==> config.mk <==
export PLATFORM = sky130hd
export DESIGN_NAME = seg_agen
export DESIGN_NICKNAME = d
export VERILOG_FILES = /design/src/rtl/seg_agen_pkg.sv /design/src/rtl/seg_offset_trim.sv /design/src/rtl/seg_limit_check.sv /design/src/rtl/seg_out_stage.sv /design/src/rtl/seg_agen.sv
export SDC_FILE = /design/constraint.sdc
export NUM_CORES = 1
export LEC_CHECK = 0
export BUFFER_PORTS_ARGS = -buffer_cell sky130_fd_sc_hd__buf_4
export CORE_MARGIN = 10
export CORE_UTILIZATION = 55
export CTS_BUF_LIST = sky130_fd_sc_hd__clkbuf_8
export DETAILED_ROUTE_END_ITERATION = 8
export PLACE_DENSITY_LB_ADDON = 0.12
export SYNTH_ARGS = -nofsm -noshare
export SYNTH_HDL_FRONTEND = slang
export SYNTH_SLANG_ARGS = --single-unit
export TNS_END_PERCENT = 100
==> constraint.sdc <==
create_clock -name clk -period 7.8 [get_ports clk]
set_clock_uncertainty 0.15 [all_clocks]
set_input_delay 0.39 -clock clk [delete_from_list [all_inputs] [get_ports clk]]
set_output_delay 0.39 -clock clk [all_outputs]
set_load 0.1 [all_outputs]
==> src/rtl/seg_agen_pkg.sv <==
package seg_agen_pkg;
  localparam int unsigned ADDR_W   = 32;
  localparam int unsigned NARROW_W = 16;

  typedef enum logic [1:0] {
    ACC_BYTE  = 2'b00,
    ACC_WORD  = 2'b01,
    ACC_DWORD = 2'b10,
    ACC_DWALT = 2'b11
  } acc_size_e;

  // Bytes touched beyond the first one.
  function automatic logic [2:0] extra_bytes(input logic [1:0] code);
    case (code)
      ACC_BYTE: extra_bytes = 3'd0;
      ACC_WORD: extra_bytes = 3'd1;
      default:  extra_bytes = 3'd3;
    endcase
  endfunction
endpackage

==> src/rtl/seg_offset_trim.sv <==
module seg_offset_trim #(
  parameter int unsigned OFS_W    = 32,
  parameter int unsigned NARROW_W = 16
) (
  input  logic [OFS_W-1:0] raw_ofs,
  input  logic             wide,
  output logic [OFS_W-1:0] eff_ofs
);
  localparam int unsigned HI_W = OFS_W - NARROW_W;

  always_comb begin
    if (wide) eff_ofs = raw_ofs;
    else      eff_ofs = {{HI_W{1'b0}}, raw_ofs[NARROW_W-1:0]};
  end
endmodule

==> src/rtl/seg_limit_check.sv <==
module seg_limit_check
  import seg_agen_pkg::*;
#(
  parameter int unsigned OFS_W = 32
) (
  input  logic [OFS_W-1:0] eff_ofs,
  input  logic [1:0]       size_code,
  input  logic [OFS_W-1:0] limit,
  input  logic             usable,
  output logic             violation
);
  localparam int unsigned SUM_W = OFS_W + 1;
  localparam int unsigned PAD_W = SUM_W - 3;

  logic [SUM_W-1:0] last_byte;
  logic             carry_out;
  logic             past_limit;

  always_comb begin
    last_byte  = {1'b0, eff_ofs} + {{PAD_W{1'b0}}, extra_bytes(size_code)};
    carry_out  = last_byte[SUM_W-1];
    past_limit = last_byte[OFS_W-1:0] > limit;
    violation  = !usable || carry_out || past_limit;
  end
endmodule

==> src/rtl/seg_out_stage.sv <==
module seg_out_stage #(
  parameter int unsigned AW = 32
) (
  input  logic          clk,
  input  logic          rst_n,
  input  logic          take,
  input  logic          drain,
  input  logic [AW-1:0] nxt_lin,
  input  logic          nxt_fault,
  output logic          hold_valid,
  output logic [AW-1:0] hold_lin,
  output logic          hold_fault
);
  always_ff @(posedge clk) begin
    if (!rst_n) begin
      hold_valid <= 1'b0;
      hold_lin   <= '0;
      hold_fault <= 1'b0;
    end else begin
      if (take) begin
        hold_valid <= 1'b1;
        hold_lin   <= nxt_fault ? '0 : nxt_lin;
        hold_fault <= nxt_fault;
      end else if (drain) begin
        hold_valid <= 1'b0;
      end
    end
  end

  // a faulting result never carries an address
  p_fault_zero_r7: assert property (@(posedge clk) disable iff (!rst_n)
    hold_valid && hold_fault |-> hold_lin == '0);

  // a stalled result stays put
  p_hold_r9: assert property (@(posedge clk) disable iff (!rst_n)
    hold_valid && !drain |=> hold_valid && $stable(hold_lin) && $stable(hold_fault));

  // an accepted request is visible after the edge
  p_accept_r8: assert property (@(posedge clk) disable iff (!rst_n)
    take |=> hold_valid);
endmodule

==> src/rtl/seg_agen.sv <==
module seg_agen
  import seg_agen_pkg::*;
#(
  parameter int unsigned AW = ADDR_W,
  parameter int unsigned NW = NARROW_W
) (
  input  logic          clk,
  input  logic          rst_n,
  input  logic          in_valid,
  output logic          in_ready,
  input  logic [AW-1:0] in_offset,
  input  logic          in_addr32,
  input  logic [1:0]    in_size,
  input  logic [AW-1:0] in_base,
  input  logic [AW-1:0] in_limit,
  input  logic          in_usable,
  output logic          out_valid,
  input  logic          out_ready,
  output logic [AW-1:0] out_linear,
  output logic          out_fault
);
  localparam int unsigned HI_W = AW - NW;

  logic [AW-1:0] eff_ofs;
  logic [AW-1:0] lin_sum;
  logic          viol;
  logic          take;

  seg_offset_trim #(.OFS_W(AW), .NARROW_W(NW)) u_trim (
    .raw_ofs (in_offset),
    .wide    (in_addr32),
    .eff_ofs (eff_ofs)
  );

  seg_limit_check #(.OFS_W(AW)) u_chk (
    .eff_ofs   (eff_ofs),
    .size_code (in_size),
    .limit     (in_limit),
    .usable    (in_usable),
    .violation (viol)
  );

  assign lin_sum  = in_base + eff_ofs;
  assign in_ready = !out_valid || out_ready;
  assign take     = in_valid && in_ready;

  seg_out_stage #(.AW(AW)) u_out (
    .clk        (clk),
    .rst_n      (rst_n),
    .take       (take),
    .drain      (out_ready),
    .nxt_lin    (lin_sum),
    .nxt_fault  (viol),
    .hold_valid (out_valid),
    .hold_lin   (out_linear),
    .hold_fault (out_fault)
  );

  // in 16-bit mode only the low offset half reaches the address
  p_trunc_r1: assert property (@(posedge clk) disable iff (!rst_n)
    take && !in_addr32 && in_usable && (in_limit == '1)
    |=> out_linear == $past(in_base + {{HI_W{1'b0}}, in_offset[NW-1:0]}));

  // an unusable segment always faults
  p_unusable_r6: assert property (@(posedge clk) disable iff (!rst_n)
    take && !in_usable |=> out_fault);

  // a multi-byte access from the top offset carries out and faults
  p_carry_r5: assert property (@(posedge clk) disable iff (!rst_n)
    take && in_addr32 && (in_offset == '1) && (in_size != 2'b00) |=> out_fault);
endmodule

======== Word-level counts from Yosys, hierarchy flattened ========
Index checks and enable logic that the tools add are counted.
W data, S select, Z words.
operators by class
  $add $sub $neg .......................... 2
  order comparisons ....................... 1
  equality and inequality tests ........... 1
  multiplexer cells ....................... 5
  reduce and logical (&&, ||, !) cells .... 8
operators by type and width
  kind                  count
  $mux W32              2
  $add A32 B2 Y33       1
  $add A32 B32 Y32      1
  $gt A32 B32 Y1        1
  $pmux W2 S2           1
  $logic_or A1 B1 Y1    3
  $eq A2 B1 Y1 const B  1
  $logic_not A1 Y1      2
  $logic_not A2 Y1      1
  $mux W1               2
  $reduce_bool A2 Y1    1
  $logic_and A1 B1 Y1   1
word-level totals
  flip-flop bits (word level) ............. 34
  word-level logic and storage cells ...... 20

======== Longest topological paths before layout ========
  depth in word-level cells ............... 6
  depth in mapped cells ................... 20

======== Modules after synthesis ========
From an unflattened synthesis, not the netlist that was laid out.
unflattened totals
  cell total of the unflattened synthesis .. 630
  area total of the unflattened synthesis .. 4,838.4 um^2
by module, submodules not included
  module           times used  cells each  area each (um^2)  sequential area each (um^2)
  seg_agen         1           243         1,756.7           0.0
  seg_limit_check  1           206         1,481.4           0.0
  seg_out_stage    1           148         1,353.8           680.7
  seg_offset_trim  1           33          246.5             0.0

======== Worst setup path before layout ========
Ideal clock, no wire load.
  path kind ............................... input to register
  start point ............................. input port in_size[0]
  end point ............................... register u_out.hold_lin[17]
  library setup time ...................... 76 ps
  arrival ................................. 3,912 ps
  setup slack ............................. 3,663 ps
  cell stages on the path ................. 20
  cell sequence ........................... or2_2 -> ha_1 -> a21oi_1 -> nor3_4 -> nand2_1 -> nor4b_2 -> and4_1 -> and3_1 -> nand4_1 -> xor2_1 -> ha_1 -> a21oi_1 -> o21ai_0 -> a211o_1 -> a211o_1 -> o211ai_1 -> o211a_4 -> clkbuf_8 -> o21ai_0 -> a21boi_0
on the way
  word-level cells in the longest chain between the ends .. 6
  elaborated cells between the ends (all ways) .. 8
ends and longest elaborated chain
  element                                               line                                          RTL
  start: declaration                                    seg_agen.sv:13                                input logic [1:0] in_size,
  $eq A2 B1 Y1 or $logic_not A2 Y1 (tied branches)      seg_agen_pkg.sv:14                            case (code)
  $pmux W2 S2 (*)                                       seg_agen_pkg.sv:14
  $add A32 B2 Y33 (*)                                   seg_limit_check.sv:20                         last_byte = {1'b0, eff_ofs} + {{PAD_W{1'b0}}, extra_bytes(size_code)};
  $gt A32 B32 Y1 or $logic_or A1 B1 Y1 (tied branches)  seg_limit_check.sv:22, seg_limit_check.sv:23
  $logic_or A1 B1 Y1 (*)                                seg_limit_check.sv:23                         violation = !usable || carry_out || past_limit;
  $mux W32 (*)                                          seg_out_stage.sv:22                           hold_lin <= nxt_fault ? '0 : nxt_lin;
  end signal: assignment                                seg_out_stage.sv:22
  end: declaration                                      seg_out_stage.sv:11                           output logic [AW-1:0] hold_lin,
Mark *: on every way between the ends. The rest lies on a longest branch, timed or not.
A chain may end at the register's enable or synchronous reset.

======== Worst setup path after layout ========
  start point ............................. input port in_offset[1]
  end point ............................... register u_out.hold_lin[25]
on the way
  word-level cells in the longest chain between the ends .. 5
  elaborated cells between the ends (all ways) .. 7
ends and longest elaborated chain
  element                                               line                                          RTL
  start: declaration                                    seg_agen.sv:11                                input logic [AW-1:0] in_offset,
  $mux W32 (*)                                          seg_offset_trim.sv:12                         if (wide) eff_ofs = raw_ofs;
  $add A32 B2 Y33                                       seg_limit_check.sv:20
  $gt A32 B32 Y1 or $logic_or A1 B1 Y1 (tied branches)  seg_limit_check.sv:22, seg_limit_check.sv:23
  $logic_or A1 B1 Y1                                    seg_limit_check.sv:23
  $mux W32 (*)                                          seg_out_stage.sv:22
Marks and branches as above.

==> results by group <==
Placement
  – Post-DP HPWL: 11.4 mm
  – RePlAce Congestion: 0.980
  – # port buffers: 138
  – Placed instance area: 0.00546 sq mm

Clock network
  – Root Driver: clkbuf_8
  – Htree depth: 2
  – Number of CTS-inserted buffers: 5
  – TritonCTS clock tree: done
  – CTS resizes: 0
  – Clock slew at reported path FFs: 70 ps
  – Post-CTS Setup Inserts: 0
  – CTS Sinks: 34
  – Clock Path Buffers: 2
  – Post-CTS Hold Buffers: 0
  – Clock Latency Late Sink: 280 ps

Global routing
  – Grt ovf: 0
  – Global Route Usage Sum: 22.2%
  – First-pass GRT wire length: 21.7 mm
  – Initial antenna violation count: 0
  – Largest net degree at the start of global routing: 28
  – Number of global-route vias before repair: 4716

Detailed routing
  – Vias/cell: 5.71
  – ANT nets after route: 0
  – Post-Route WL: 13.4 mm
  – Drc violations: 0
  – Vias: 4605
  – Detailed Routing Iterations Pass 1: 5
  – Wirelength per Cell: 16.6 microns
  – Initial DRC Count: 199

Timing
  – Endpoints failing setup: 0
  – Count of pins over their slew limit: 0
  – Tcrit/Tclk final: 60.4%
  – Hold slack: 230 ps
  – Tmin final: 4710 ps
  – RSZ-0062 raised after global routing: no
  – Setup TNS: 0 ps
  – Max Clk Rate: 212 MHz
  – Worst slew margin: 36.4%
  – Final Hold Vio Count: 0
  – Slew @ Worst Pin: 931 ps

Worst setup path
  – CP Cell Sequence: buf_4 -> ha_1 -> a21oi_1 -> nor3_4 -> nand2_1 -> nor4b_2 -> and4_1 -> and3_1 -> nand4_1 -> xor2_1 -> ha_1 -> a21oi_1 -> o21ai_0 -> a211o_1 -> a211o_1 -> o211ai_1 -> o211a_4 -> nand2_1 -> o21ai_0
  – CP top delay family: simple AND/OR/NAND/NOR gates
  – Buf/Inv on CP: 1
  – Worst EP required: 7850 ps
  – Slowest CP cell: nor4b_2
  – CP Class: input port to flop
  – Worst reg2reg startpoint: u_out.hold_valid
  – Max incr delay on CP: 440 ps
  – Startpoint types: input port
  – Crit. End Element: flop
  – RR Endpoint: u_out.hold_lin[25]
  – Cells on worst reg2reg path: 6
  – R2R setup slack: 5850 ps
  – CP arrival: 4760 ps
  – CP max FO: 25

Logic synthesis
  – EDFF count, synth: 0
  – Unique cell type count in the Yosys netlist: 58
  – YS warnings: 0
  – Post-synth net total: 744
  – Most common flop cell mapped by yosys: dfxtp_1
  – Gate Count Post-Synth: 573
  – Flops & latches, synth: 34
  – Synthesized cell area: 0.00437 sq mm
  – Async SR Flop Fraction: 0%
  – Avg Inst Size Synth: 7.62 sq um
  – Register area share after synthesis: 15.6%

Power and ir drop
  – P per Cell Area: 126 mW/mm^2
  – Gate power share: 54.5%
  – Clock network power share: 18.2%
  – Sequential share of power: 27.3%
  – Internal power: 389 uW
  – Peak supply drop: 0.0970 mV
  – Net Sw Frac: 44.3%
  – Overall Power: 697 uW
  – Sw power: 309 uW
  – Static Leak: 2.64 nW

Floorplan
  – DIE WIDTH: 109 microns
  – Die ar.: 0.0119 sq mm
  – Die H: 109 microns
  – Row cnt: 32
  – Starting Density: 56.5%
  – CORE AREA: 0.00773 sq mm
  – # IOs: 139

Finish
  – Commonest non-fill, non-tap cells in the layout: buf_4 (138), ha_1 (65), nand2_1 (53)
  – Area growth, synth to finish: 26.8%
  – Layout cells sized above 1: 23.0%
  – Most common cell after layout, fill and taps aside: buf_4
  – Diode count: 0
  – Final core area utilization: 71.6%
  – Fin area: 0.00554 sq mm
  – Nets: 876

Hold path
  – Hold crit path type: input port to flop
  – Hold depth: 3
  – Hold path endpoint: u_out.hold_valid
  – Startpoint of the worst hold path: in_valid

Run status
  – Status: completed

Flow run
  – Max-capacitance violation count: 0
-- synthesized netlist by cell type (2+ instances only) --
cell	number	area [sq um]
inv_1	46	173
nor2b_1	25	156
a22oi_1	20	150
nand2b_1	4	25.0
a211oi_1	5	37.5
fa_1	2	40.0
xnor2_1	40	350
o41ai_1	2	17.5
dfxtp_1	34	681
a21oi_1	47	235
buf_2	2	10.0
or3_1	3	18.8
a21boi_0	5	37.5
ha_1	65	813
o211ai_1	7	52.6
a31oi_1	4	25.0
nor4_1	2	12.5
and3_4	2	22.5
and3_1	4	25.0
nor3_1	7	35.0
o21ai_0	31	155
xor2_1	15	131
and4_1	2	17.5
o31ai_1	3	22.5
a221oi_1	4	35.0
clkbuf_1	8	30.0
mux2i_1	2	20.0
or4b_2	2	20.0
clkbuf_8	2	27.5
nor2_1	28	105
a211o_1	2	17.5
nand3_1	21	105
o21a_1	4	30.0
or2_2	3	18.8
and2_1	12	75.1
nand2_1	53	199
a21o_1	11	82.6
o21ai_2	2	17.5
o21bai_1	6	45.0
nand4_1	18	113
-- worst register-to-register path: cells and delay by family, from the launching register on --
family | cells | cell delay [ps]
AOI/OAI and AO/OA | 3 | 830
and+or+nand+nor | 3 | 580
DFF | 1 | 310
-- final cells by class --
class,count,area (sq um)
fill,653,2190
multi-input combinational,480,3440
timing repair buffer,138,1040
inverter,46,173
tap,102,128
clock inverter,2,10.0
sequential,34,681
clock buffer,5,68.8
-- stage by stage --
stage                     cells  worst slack [ps]
after global routing        807              2670
after floorplan             573              3660
after CTS                   807              3090
after global placement      800              2980
after detailed placement    800              2790
final                       807              3090
-- cells by family after synthesis --
logic type | count (synthesis) | synth area share (%)
simple gates | 194 | 23.8
compound gates | 162 | 24.0
fa+ha+maj | 67 | 19.5
buf+inv | 59 | 5.59
xor+xnor | 55 | 11.0
flops | 34 | 15.6
mux | 2 | 0.459
-- metal layers --
layer	GRT usage, %	up-vias	share of wire, %
li1	-	2339	-
met1	25.9	2077	42
met2	39.9	168	49
met3	5.25	21	7.5
met4	5.27	0	1.6
met5	0	-	0
-- registers in the layout, summed over array words and instances (netlist names) --
register / count
u_out.hold_valid: 1
u_out.hold_fault: 1
u_out.hold_lin: 32
-- power by group through the flow --
stage / combinational (mW) / sequential (mW) / clock (mW)
floorplan: 0.187 / 0.273 / 0
global placement: 0.371 / 0.194 / 0
detailed placement: 0.378 / 0.194 / 0
CTS: 0.379 / 0.190 / 0.129
global route: 0.415 / 0.191 / 0.135
finish: 0.380 / 0.190 / 0.127
-- worst max-delay path by stage --
stage,startpoint,to,slack [ps],cells after the start
2_1_floorplan,in_size[0],u_out.hold_lin[17],3660,20
3_3_place_gp,in_offset[1],u_out.hold_lin[27],2980,19
3_5_place_dp,in_offset[1],u_out.hold_lin[25],2790,19
4_1_cts,in_offset[1],u_out.hold_lin[25],3090,19
5_1_grt,in_offset[1],u_out.hold_lin[31],2670,19
6_report,in_offset[1],u_out.hold_lin[25],3090,19
Note: power is estimated with default switching activity, not from simulation.
